**src/rtl/dbg_inject_pkg.sv**
```systemverilog
package dbg_inject_pkg;
  // Register offsets; the host software depends on these
  localparam logic [11:0] OFS_STATUS = 12'hD00;
  localparam logic [11:0] OFS_CMD    = 12'hD04;
  localparam logic [11:0] OFS_WORD0  = 12'hD08;
  localparam logic [11:0] OFS_WORD1  = 12'hD0C;

  // Channel-start opcode; bit 1 selects non-secure and is ignored in the check
  localparam logic [7:0] OP_CHSTART = 8'hA0;
  localparam logic [7:0] OP_CMPMASK = 8'hFD;

  // Status bit positions
  localparam int unsigned STAT_BUSY_BIT = 0;
  localparam int unsigned STAT_ERR_BIT  = 1;

  typedef enum logic [2:0] {
    SEL_NONE   = 3'd0,
    SEL_STATUS = 3'd1,
    SEL_CMD    = 3'd2,
    SEL_WORD0  = 3'd3,
    SEL_WORD1  = 3'd4
  } reg_sel_t;

  typedef enum logic [0:0] {
    LS_IDLE  = 1'b0,
    LS_OFFER = 1'b1
  } launch_st_t;
endpackage

```
**src/rtl/dbg_inject_regif.sv**
```systemverilog
module dbg_inject_regif
  import dbg_inject_pkg::*;
#(
  parameter int unsigned ADDR_W = 12,
  parameter int unsigned DATA_W = 32,
  parameter int unsigned CH_W   = 3
) (
  input  logic              clk,
  input  logic              rst_n,
  input  logic              bus_sel,
  input  logic              bus_wr,
  input  logic [ADDR_W-1:0] bus_addr,
  input  logic [DATA_W-1:0] bus_wdata,
  output logic [DATA_W-1:0] bus_rdata,
  input  logic              busy,
  input  logic              err_flag,
  output logic [7:0]        stg_op0,
  output logic [7:0]        stg_op1,
  output logic [CH_W-1:0]   stg_chan,
  output logic [DATA_W-1:0] stg_w1,
  output logic              cmd_go,
  output logic              err_clr
);
  localparam int unsigned CH_LSB = 8;

  reg_sel_t          sel;
  logic              wr_en;
  logic              rd_en;
  logic [7:0]        op0_d, op1_d;
  logic [CH_W-1:0]   chan_d;
  logic [DATA_W-1:0] w1_d;
  logic [DATA_W-1:0] rdata_d;
  logic              ld_w0, ld_w1;

  // Address decode
  always_comb begin
    sel = SEL_NONE;
    if (bus_addr == ADDR_W'(OFS_STATUS)) sel = SEL_STATUS;
    else if (bus_addr == ADDR_W'(OFS_CMD)) sel = SEL_CMD;
    else if (bus_addr == ADDR_W'(OFS_WORD0)) sel = SEL_WORD0;
    else if (bus_addr == ADDR_W'(OFS_WORD1)) sel = SEL_WORD1;
  end

  assign wr_en = bus_sel & bus_wr;
  assign rd_en = bus_sel & ~bus_wr;
  assign ld_w0 = wr_en & (sel == SEL_WORD0);
  assign ld_w1 = wr_en & (sel == SEL_WORD1);

  // Command strobe: only the value 0 launches
  assign cmd_go  = wr_en & (sel == SEL_CMD) & (bus_wdata == '0);
  assign err_clr = wr_en & (sel == SEL_STATUS) & bus_wdata[STAT_ERR_BIT];

  // Staging next state
  always_comb begin
    op0_d  = stg_op0;
    op1_d  = stg_op1;
    chan_d = stg_chan;
    w1_d   = stg_w1;
    if (ld_w0) begin
      op0_d  = bus_wdata[23:16];
      op1_d  = bus_wdata[31:24];
      chan_d = bus_wdata[CH_LSB +: CH_W];
    end
    if (ld_w1) begin
      w1_d = bus_wdata;
    end
  end

  always_ff @(posedge clk or negedge rst_n) begin
    if (!rst_n) begin
      stg_op0  <= '0;
      stg_op1  <= '0;
      stg_chan <= '0;
      stg_w1   <= '0;
    end else begin
      if (ld_w0) begin
        stg_op0  <= op0_d;
        stg_op1  <= op1_d;
        stg_chan <= chan_d;
      end
      if (ld_w1) begin
        stg_w1 <= w1_d;
      end
    end
  end

  // Read data: only status is readable, everything else reads zero
  always_comb begin
    rdata_d = '0;
    if (sel == SEL_STATUS) begin
      rdata_d[STAT_BUSY_BIT] = busy;
      rdata_d[STAT_ERR_BIT]  = err_flag;
    end
  end

  always_ff @(posedge clk or negedge rst_n) begin
    if (!rst_n) begin
      bus_rdata <= '0;
    end else if (rd_en) begin
      bus_rdata <= rdata_d;
    end
  end

  // a read of any non-status offset returns zero
  a_r7_wo_reads_zero: assert property (@(posedge clk) disable iff (!rst_n)
    (rd_en && sel != SEL_STATUS) |=> (bus_rdata == '0));

  // a status read reflects busy and the error flag
  a_r9_status_read: assert property (@(posedge clk) disable iff (!rst_n)
    (rd_en && sel == SEL_STATUS) |=>
      (bus_rdata[STAT_BUSY_BIT] == $past(busy)) &&
      (bus_rdata[STAT_ERR_BIT] == $past(err_flag)));
endmodule

```
**src/rtl/dbg_inject_opchk.sv**
```systemverilog
module dbg_inject_opchk
  import dbg_inject_pkg::*;
(
  input  logic [7:0] op_byte,
  output logic       legal,
  output logic       nonsecure
);
  assign legal     = ((op_byte & OP_CMPMASK) == OP_CHSTART);
  assign nonsecure = op_byte[1];
endmodule

```
**src/rtl/dbg_inject_launch.sv**
```systemverilog
module dbg_inject_launch
  import dbg_inject_pkg::*;
#(
  parameter int unsigned CH_W   = 3,
  parameter int unsigned INSN_W = 48
) (
  input  logic              clk,
  input  logic              rst_n,
  input  logic              cmd_go,
  input  logic              err_clr,
  input  logic              legal,
  input  logic [INSN_W-1:0] insn_in,
  input  logic [CH_W-1:0]   chan_in,
  input  logic              start_ready,
  output logic              busy,
  output logic              err_flag,
  output logic              start_valid,
  output logic [INSN_W-1:0] start_insn,
  output logic [CH_W-1:0]   start_chan
);
  launch_st_t        st_q, st_d;
  logic              accept_go;
  logic              reject_go;
  logic              err_d;
  logic              snap_en;

  assign accept_go = cmd_go & (st_q == LS_IDLE) & legal;
  assign reject_go = cmd_go & (st_q == LS_IDLE) & ~legal;
  assign snap_en   = accept_go;

  // Next state
  always_comb begin
    st_d = st_q;
    unique case (st_q)
      LS_IDLE:  if (accept_go) st_d = LS_OFFER;
      LS_OFFER: if (start_ready) st_d = LS_IDLE;
      default:  st_d = LS_IDLE;
    endcase
  end

  always_comb begin
    err_d = err_flag;
    if (err_clr) err_d = 1'b0;
    if (reject_go) err_d = 1'b1;
  end

  always_ff @(posedge clk or negedge rst_n) begin
    if (!rst_n) begin
      st_q     <= LS_IDLE;
      err_flag <= 1'b0;
    end else begin
      st_q     <= st_d;
      err_flag <= err_d;
    end
  end

  // Payload snapshot, loaded only when a launch is taken
  always_ff @(posedge clk or negedge rst_n) begin
    if (!rst_n) begin
      start_insn <= '0;
      start_chan <= '0;
    end else if (snap_en) begin
      start_insn <= insn_in;
      start_chan <= chan_in;
    end
  end

  assign busy        = (st_q == LS_OFFER);
  assign start_valid = busy;

  // offer and payload hold until accepted
  a_r4_offer_holds: assert property (@(posedge clk) disable iff (!rst_n)
    (start_valid && !start_ready) |=>
      start_valid && $stable(start_insn) && $stable(start_chan));

  // offer drops after acceptance, and R5: even with a command in that cycle
  a_r4_drop_on_accept: assert property (@(posedge clk) disable iff (!rst_n)
    (start_valid && start_ready) |=> !start_valid);

  // a command while busy never reloads the payload
  a_r5_busy_cmd_ignored: assert property (@(posedge clk) disable iff (!rst_n)
    (busy && cmd_go && !start_ready) |=> $stable(start_insn) && $stable(start_chan));

  // illegal launch raises the error flag and starts nothing
  a_r8_reject_sets_err: assert property (@(posedge clk) disable iff (!rst_n)
    (cmd_go && !busy && !legal) |=> (err_flag && !start_valid));

  // error is sticky unless explicitly cleared
  a_r8_err_sticky: assert property (@(posedge clk) disable iff (!rst_n)
    (err_flag && !err_clr) |=> err_flag);

  // any payload offered carries the channel-start opcode
  a_r3_offer_opcode: assert property (@(posedge clk) disable iff (!rst_n)
    start_valid |-> ((start_insn[7:0] & OP_CMPMASK) == OP_CHSTART));
endmodule

```
**src/rtl/dbg_inject_top.sv**
```systemverilog
module dbg_inject_top
  import dbg_inject_pkg::*;
#(
  parameter int unsigned ADDR_W = 12,
  parameter int unsigned DATA_W = 32,
  parameter int unsigned NCHAN  = 8
) (
  input  logic                       clk,
  input  logic                       rst_n,
  input  logic                       bus_sel,
  input  logic                       bus_wr,
  input  logic [ADDR_W-1:0]          bus_addr,
  input  logic [DATA_W-1:0]          bus_wdata,
  output logic [DATA_W-1:0]          bus_rdata,
  output logic                       start_valid,
  input  logic                       start_ready,
  output logic [$clog2(NCHAN)-1:0]   start_chan,
  output logic [DATA_W+15:0]         start_insn,
  output logic                       start_nonsecure
);
  localparam int unsigned CH_W   = $clog2(NCHAN);
  localparam int unsigned INSN_W = DATA_W + 16;

  logic [7:0]        stg_op0, stg_op1;
  logic [CH_W-1:0]   stg_chan;
  logic [DATA_W-1:0] stg_w1;
  logic              cmd_go, err_clr;
  logic              busy, err_flag;
  logic              legal, ns_unused;
  logic [INSN_W-1:0] insn_cat;

  dbg_inject_regif #(
    .ADDR_W (ADDR_W),
    .DATA_W (DATA_W),
    .CH_W   (CH_W)
  ) u_regif (
    .clk       (clk),
    .rst_n     (rst_n),
    .bus_sel   (bus_sel),
    .bus_wr    (bus_wr),
    .bus_addr  (bus_addr),
    .bus_wdata (bus_wdata),
    .bus_rdata (bus_rdata),
    .busy      (busy),
    .err_flag  (err_flag),
    .stg_op0   (stg_op0),
    .stg_op1   (stg_op1),
    .stg_chan  (stg_chan),
    .stg_w1    (stg_w1),
    .cmd_go    (cmd_go),
    .err_clr   (err_clr)
  );

  dbg_inject_opchk u_opchk (
    .op_byte   (stg_op0),
    .legal     (legal),
    .nonsecure (ns_unused)
  );

  assign insn_cat = {stg_w1, stg_op1, stg_op0};

  dbg_inject_launch #(
    .CH_W   (CH_W),
    .INSN_W (INSN_W)
  ) u_launch (
    .clk         (clk),
    .rst_n       (rst_n),
    .cmd_go      (cmd_go),
    .err_clr     (err_clr),
    .legal       (legal),
    .insn_in     (insn_cat),
    .chan_in     (stg_chan),
    .start_ready (start_ready),
    .busy        (busy),
    .err_flag    (err_flag),
    .start_valid (start_valid),
    .start_insn  (start_insn),
    .start_chan  (start_chan)
  );

  // Non-secure request rides in bit 1 of the offered opcode byte
  assign start_nonsecure = start_insn[1];

  // the staged opcode's security bit matches what is later offered
  a_r3_ns_tracks_stage: assert property (@(posedge clk) disable iff (!rst_n)
    (cmd_go && !busy && legal) |=> (start_nonsecure == $past(ns_unused)));
endmodule

```
**config.mk**
```make
export PLATFORM = sky130hd
export DESIGN_NAME = dbg_inject_top
export DESIGN_NICKNAME = d
export VERILOG_FILES = /design/src/rtl/dbg_inject_pkg.sv /design/src/rtl/dbg_inject_regif.sv /design/src/rtl/dbg_inject_opchk.sv /design/src/rtl/dbg_inject_launch.sv /design/src/rtl/dbg_inject_top.sv
export SDC_FILE = /design/constraint.sdc
export NUM_CORES = 1
export LEC_CHECK = 0
export ABC_AREA = 1
export CORE_UTILIZATION = 45
export CTS_BUF_LIST = sky130_fd_sc_hd__clkbuf_2
export CTS_CLUSTER_DIAMETER = 150
export DETAILED_ROUTE_END_ITERATION = 6
export PLACE_DENSITY = 0.81
export SLEW_MARGIN = 30
export SYNTH_ARGS = -nofsm -noshare
export SYNTH_HDL_FRONTEND = slang
export SYNTH_HIERARCHICAL = 1
export SYNTH_SLANG_ARGS = --single-unit
export TNS_END_PERCENT = 1
```
**constraint.sdc**
```tcl
create_clock -name clk -period 3.65 [get_ports clk]
set_input_delay 0.73 -clock clk [delete_from_list [all_inputs] [get_ports clk]]
set_output_delay 0.73 -clock clk [all_outputs]
set_load 0.02 [all_outputs]
```
======== After elaboration in Yosys (flattened, before gate mapping) ========
Index checks and enable logic that the tools add are counted.
storage, ports and cells
  bits in registers ....................... 106
  bits in latches ......................... 0
  word-level logic and storage cells ...... 44
  memories kept ........................... 0
  input bits .............................. 49
  bits in read-only memories .............. 0
  bits in writable memories ............... 0
operators by class
  add/subtract/negate cells ............... 0
  shift-type cells ........................ 0
  eq/ne operators ......................... 9
  bitwise logic cells ..................... 14
  reduce and logical (&&, ||, !) cells .... 2
  $mul .................................... 0
  div/mod/pow operators ................... 0
  magnitude comparators ................... 0
  multiplexer cells ....................... 10
operators by type and width
  kind                                                  number
  equality test 12 bit (second input constant)          4
  logical NOT 32 bit                                    1
  two-way mux 3 bit                                     4
  bitwise AND 1 bit                                     11
  equality test 7 bit (second input constant)           1
  equality test 3 x 2 -> 1 bit (second input constant)  2
  two-way mux 1 bit                                     4
  equality test 3 x 1 -> 1 bit (second input constant)  1
  equality test 3 bit (second input constant)           1
  inverter 1 bit                                        3
  two-way mux 2 bit                                     1
  one-hot mux 1 bit (2 select lines)                    1
  nonzero test 2 bit                                    1

======== Longest topological paths before layout ========
  depth after elaboration ................. 12
  gate-level depth with buffers ........... 12
  gate-level depth less buffers ........... 10

======== Modules after synthesis ========
Netlist, hierarchy kept.
modules (own cells, without submodules)
  module             cells each  instances  seq. area each (um2)  area each (um2)
  dbg_inject_regif   345         1          1326.3                2766.4
  dbg_inject_launch  236         1          1326.3                2192.1
  dbg_inject_opchk   7           1          0.0                   33.8
  dbg_inject_top     1           1          0.0                   7.5

======== Worst setup path after synthesis ========
No wires, ideal clock.
  path kind ............................... input -> register
  start point ............................. input port bus_wr
  end point ............................... register u_launch.start_insn[1]
  required time ........................... 3533 ps
  stages on the path ...................... 11
  arrival time ............................ 1773 ps
  slack ................................... 1760 ps
  path buffers ............................ 2
  path through ............................ nand2_1 -> inv_1 -> nand3_1 -> nor2_1 -> nand2_1 -> nor2_1 -> buf_2 -> nand3_4 -> buf_2 -> nand2_1 -> nand2_1
between the ends
  cells in the longest elaborated chain, start to end .. 5
ends and longest elaborated chain
  item                             line                     RTL
  start: declaration               dbg_inject_top.sv:11     input logic bus_wr,
  bitwise AND 1 bit                dbg_inject_regif.sv:44   assign wr_en = bus_sel & bus_wr;
  bitwise AND 1 bit (2 in series)  dbg_inject_regif.sv:50   assign cmd_go = wr_en & (sel == SEL_CMD) & (bus_wdata == '0);
  via cmd_go                       dbg_inject_top.sv:27     logic cmd_go, err_clr;
  bitwise AND 1 bit (2 in series)  dbg_inject_launch.sv:27  assign accept_go = cmd_go & (st_q == LS_IDLE) & legal;
  end signal: assignment           dbg_inject_launch.sv:63  start_insn <= insn_in;
  end: declaration                 dbg_inject_launch.sv:18  output logic [INSN_W-1:0] start_insn,
The timed path passes the listed nets, and every way through them passes these cells.
A chain may end at the register's enable or synchronous reset.

======== Worst setup path in the final report ========
  start point ............................. register u_launch.st_q, in the netlist u_launch/busy
  end point ............................... output port start_valid
RTL lines
  item                      line                     RTL
  start: declaration        dbg_inject_launch.sv:21  launch_st_t st_q, st_d;
  start signal: assignment  dbg_inject_launch.sv:52  st_q <= st_d;
  end: declaration          dbg_inject_top.sv:15     output logic start_valid,
No word-level cell between the ends.

==> out/metrics.yaml <==
status: "finished clean"
cp_max_fo: 3
drc: 0
gp_congestion: 0.835
hpwlAfterDp_mm: 8.15
reg2reg_to: "u_launch/start_insn[17]"
slowest_stage: "clkdlybuf4s50_1"
critPathLaunch: "u_launch/busy"
clk_latency_ps: 530
area_delta_synth_final_pct: 20.0
first_global_vias: 4016
final_antenna_net_count: 0
cts_resized: 0
slew-limit-headroom_pct: 50.3
die_area_mm2: 0.0115
cts_hold_buffers: 0
skew_ps: 24.0
power.density_mw_per_mm2: 299
antennaDiodeCount: 0
coreArea_mm2: 0.0108
cts_tree: "built"
rrSetupSlack_ps: 1970
drtPass1Iterations: 5
path_clk_slew_ps: 270
nNetsFinal: 719
tns_ps: 0
yosysWarningCount: 6
power_frac_clock_pct: 25.9
rows: 38
hold_viol_final: 0
rsz0062_at_grt: "no"
grt_first_pass_wirelength_mm: 19.1
internal_power_mw: 1.33
p_sw_share_pct: 25.7
path_cells: "clkdlybuf4s50_1"
first_iter_violations: 301
grt-ovfl-total: 0
period_needed_ps: 2350
crit_type: "reg -> out"
fin_util_pct: 55.3
cts_sinks: 106
cp_num_cells: 1
cts-htree-levels: 3
worst-path-buf-inv: 1
p_sw_mw: 0.461
io_buffers: 103
synth_area_per_cell_um2: 8.49
grt_use_total_pct: 21.3
max-cap-violations: 0
critical-path-max-stage-delay_ps: 640
die_w_um: 107
p_seq_share_pct: 65.9
die_h_um: 107
io_pins: 134
vias_per_cell: 5.17
grt_start_max_net_pins: 88
worst-r2r-cell-count: 6
p_leak_nw: 3.13
period_share_pct: 64.5
cpLargestDelayFamily: "buffers and inverters"
max_freq_ghz: 0.425
irDropWorstVdd_v: 0.000146
synth_area_mm2: 0.00499
cp.required_ps: 2920
clockBufferDepth: 2
hold_path.class: "in -> async"
finalMaxSlewViolations: 0
crit_arrival_ps: 1620
cts_buffers: 9
setup_viol: 0
root_buffer: "clkbuf_2"
cp-start-kind: "flip-flop"
post_dp_cell_area_mm2: 0.00590
r2r-start: "u_regif/stg_op0[6]"
finalInstanceArea_mm2: 0.00599
synth_cells: 588
via_count: 4212
drive_gt1_share_pct: 5.48
end_kind: "primary output"
pwr-share-comb_pct: 8.2
start_util_pct: 46.1
antenna_found_initial: 0
wl_per_cell_um: 14.1
endpoint: "start_valid"
wirelength_mm: 11.5
cts_setup_buffers: 0
worstMarginPinSlew_ps: 745
[per-stage QoR]
stage | std cells | hold slack [ps] | worst slack (ps) | total power, mW
4_1_cts | 815 | 192 | 1250 | 1.81
5_1_grt | 815 | 173 | 1150 | 1.87
3_3_place_gp | 799 | 453 | 906 | 1.34
2_1_floorplan | 617 | 434 | 1760 | 1.28
3_5_place_dp | 799 | 459 | 829 | 1.35
6_report | 815 | 197 | 1300 | 1.79
[per-layer routing]
metal  up-vias  global-route usage [%]  routed length, um
li1       2021                       -                  -
met1      2001                    27.7               4590
met2       177                    36.5               5800
met3        13                    3.33                936
met4         0                    6.65                131
met5         -                       0                  0
[worst register-to-register path: stages (launching register included)]
cell and delay [ps]:
dfrtp_1 460, inv_1 60, nand3_1 110, nor2_4 190, buf_4 480, nand4_1 210
nand2_1 120
[area by class of cell]
class / instances / area (um^2)
clock buffer: 10 / 50.0
clock inverter: 6 / 41.3
fill: 1022 / 4850
inverter: 26 / 97.6
multi-input combinational: 415 / 1880
sequential: 106 / 2650
tap: 140 / 175
timing repair buffer: 112 / 1100
[worst min-delay path by stage]
stage / from / to / slack (ps) / depth (start not counted)
after global routing: rst_n / u_regif/stg_w1[18] / 170 / 1
final: rst_n / u_regif/stg_w1[14] / 200 / 1
after CTS: rst_n / u_launch/start_insn[29] / 190 / 1
after floorplan: rst_n / u_launch/busy / 430 / 0
after detailed placement: u_launch/start_insn[39] / u_launch/start_insn[39] / 460 / 2
after global placement: u_regif/stg_w1[12] / u_regif/stg_w1[12] / 450 / 2
[power groups by stage]
stage,combinational (mW),clock (mW),sequential (mW)
after floorplan,0.0773,0,1.20
after global placement,0.143,0,1.20
after detailed placement,0.147,0,1.20
after CTS,0.147,0.484,1.18
after global routing,0.160,0.533,1.18
final,0.146,0.465,1.18
[sequential cells by signal, indices dropped and copies added, names as in the netlist]
name                 cells
u_launch/start_insn     48
u_regif/stg_w1          32
u_regif/stg_op0          8
u_regif/stg_op1          8
u_launch/start_chan      3
u_regif/stg_chan         3
u_regif/bus_rdata        2
u_launch/busy            1
u_launch/err_flag        1
[cells in the final DEF, fill, tap and decap left out]
cell type	n
and2_0	1
buf_4	9
buf_6	1
clkbuf_2	10
clkdlybuf4s50_1	102
clkinv_1	2
clkinv_4	1
clkinvlp_4	1
conb_1	30
dfrtp_1	106
inv_1	24
inv_2	2
inv_6	2
nand2_1	232
nand2_4	1
nand3_1	39
nand3_4	2
nand4_1	70
nor2_1	27
nor2_2	2
nor2_4	6
nor3_1	1
o21ai_0	2
o21ai_1	2
Note: power is estimated with default switching activity, not from simulation.
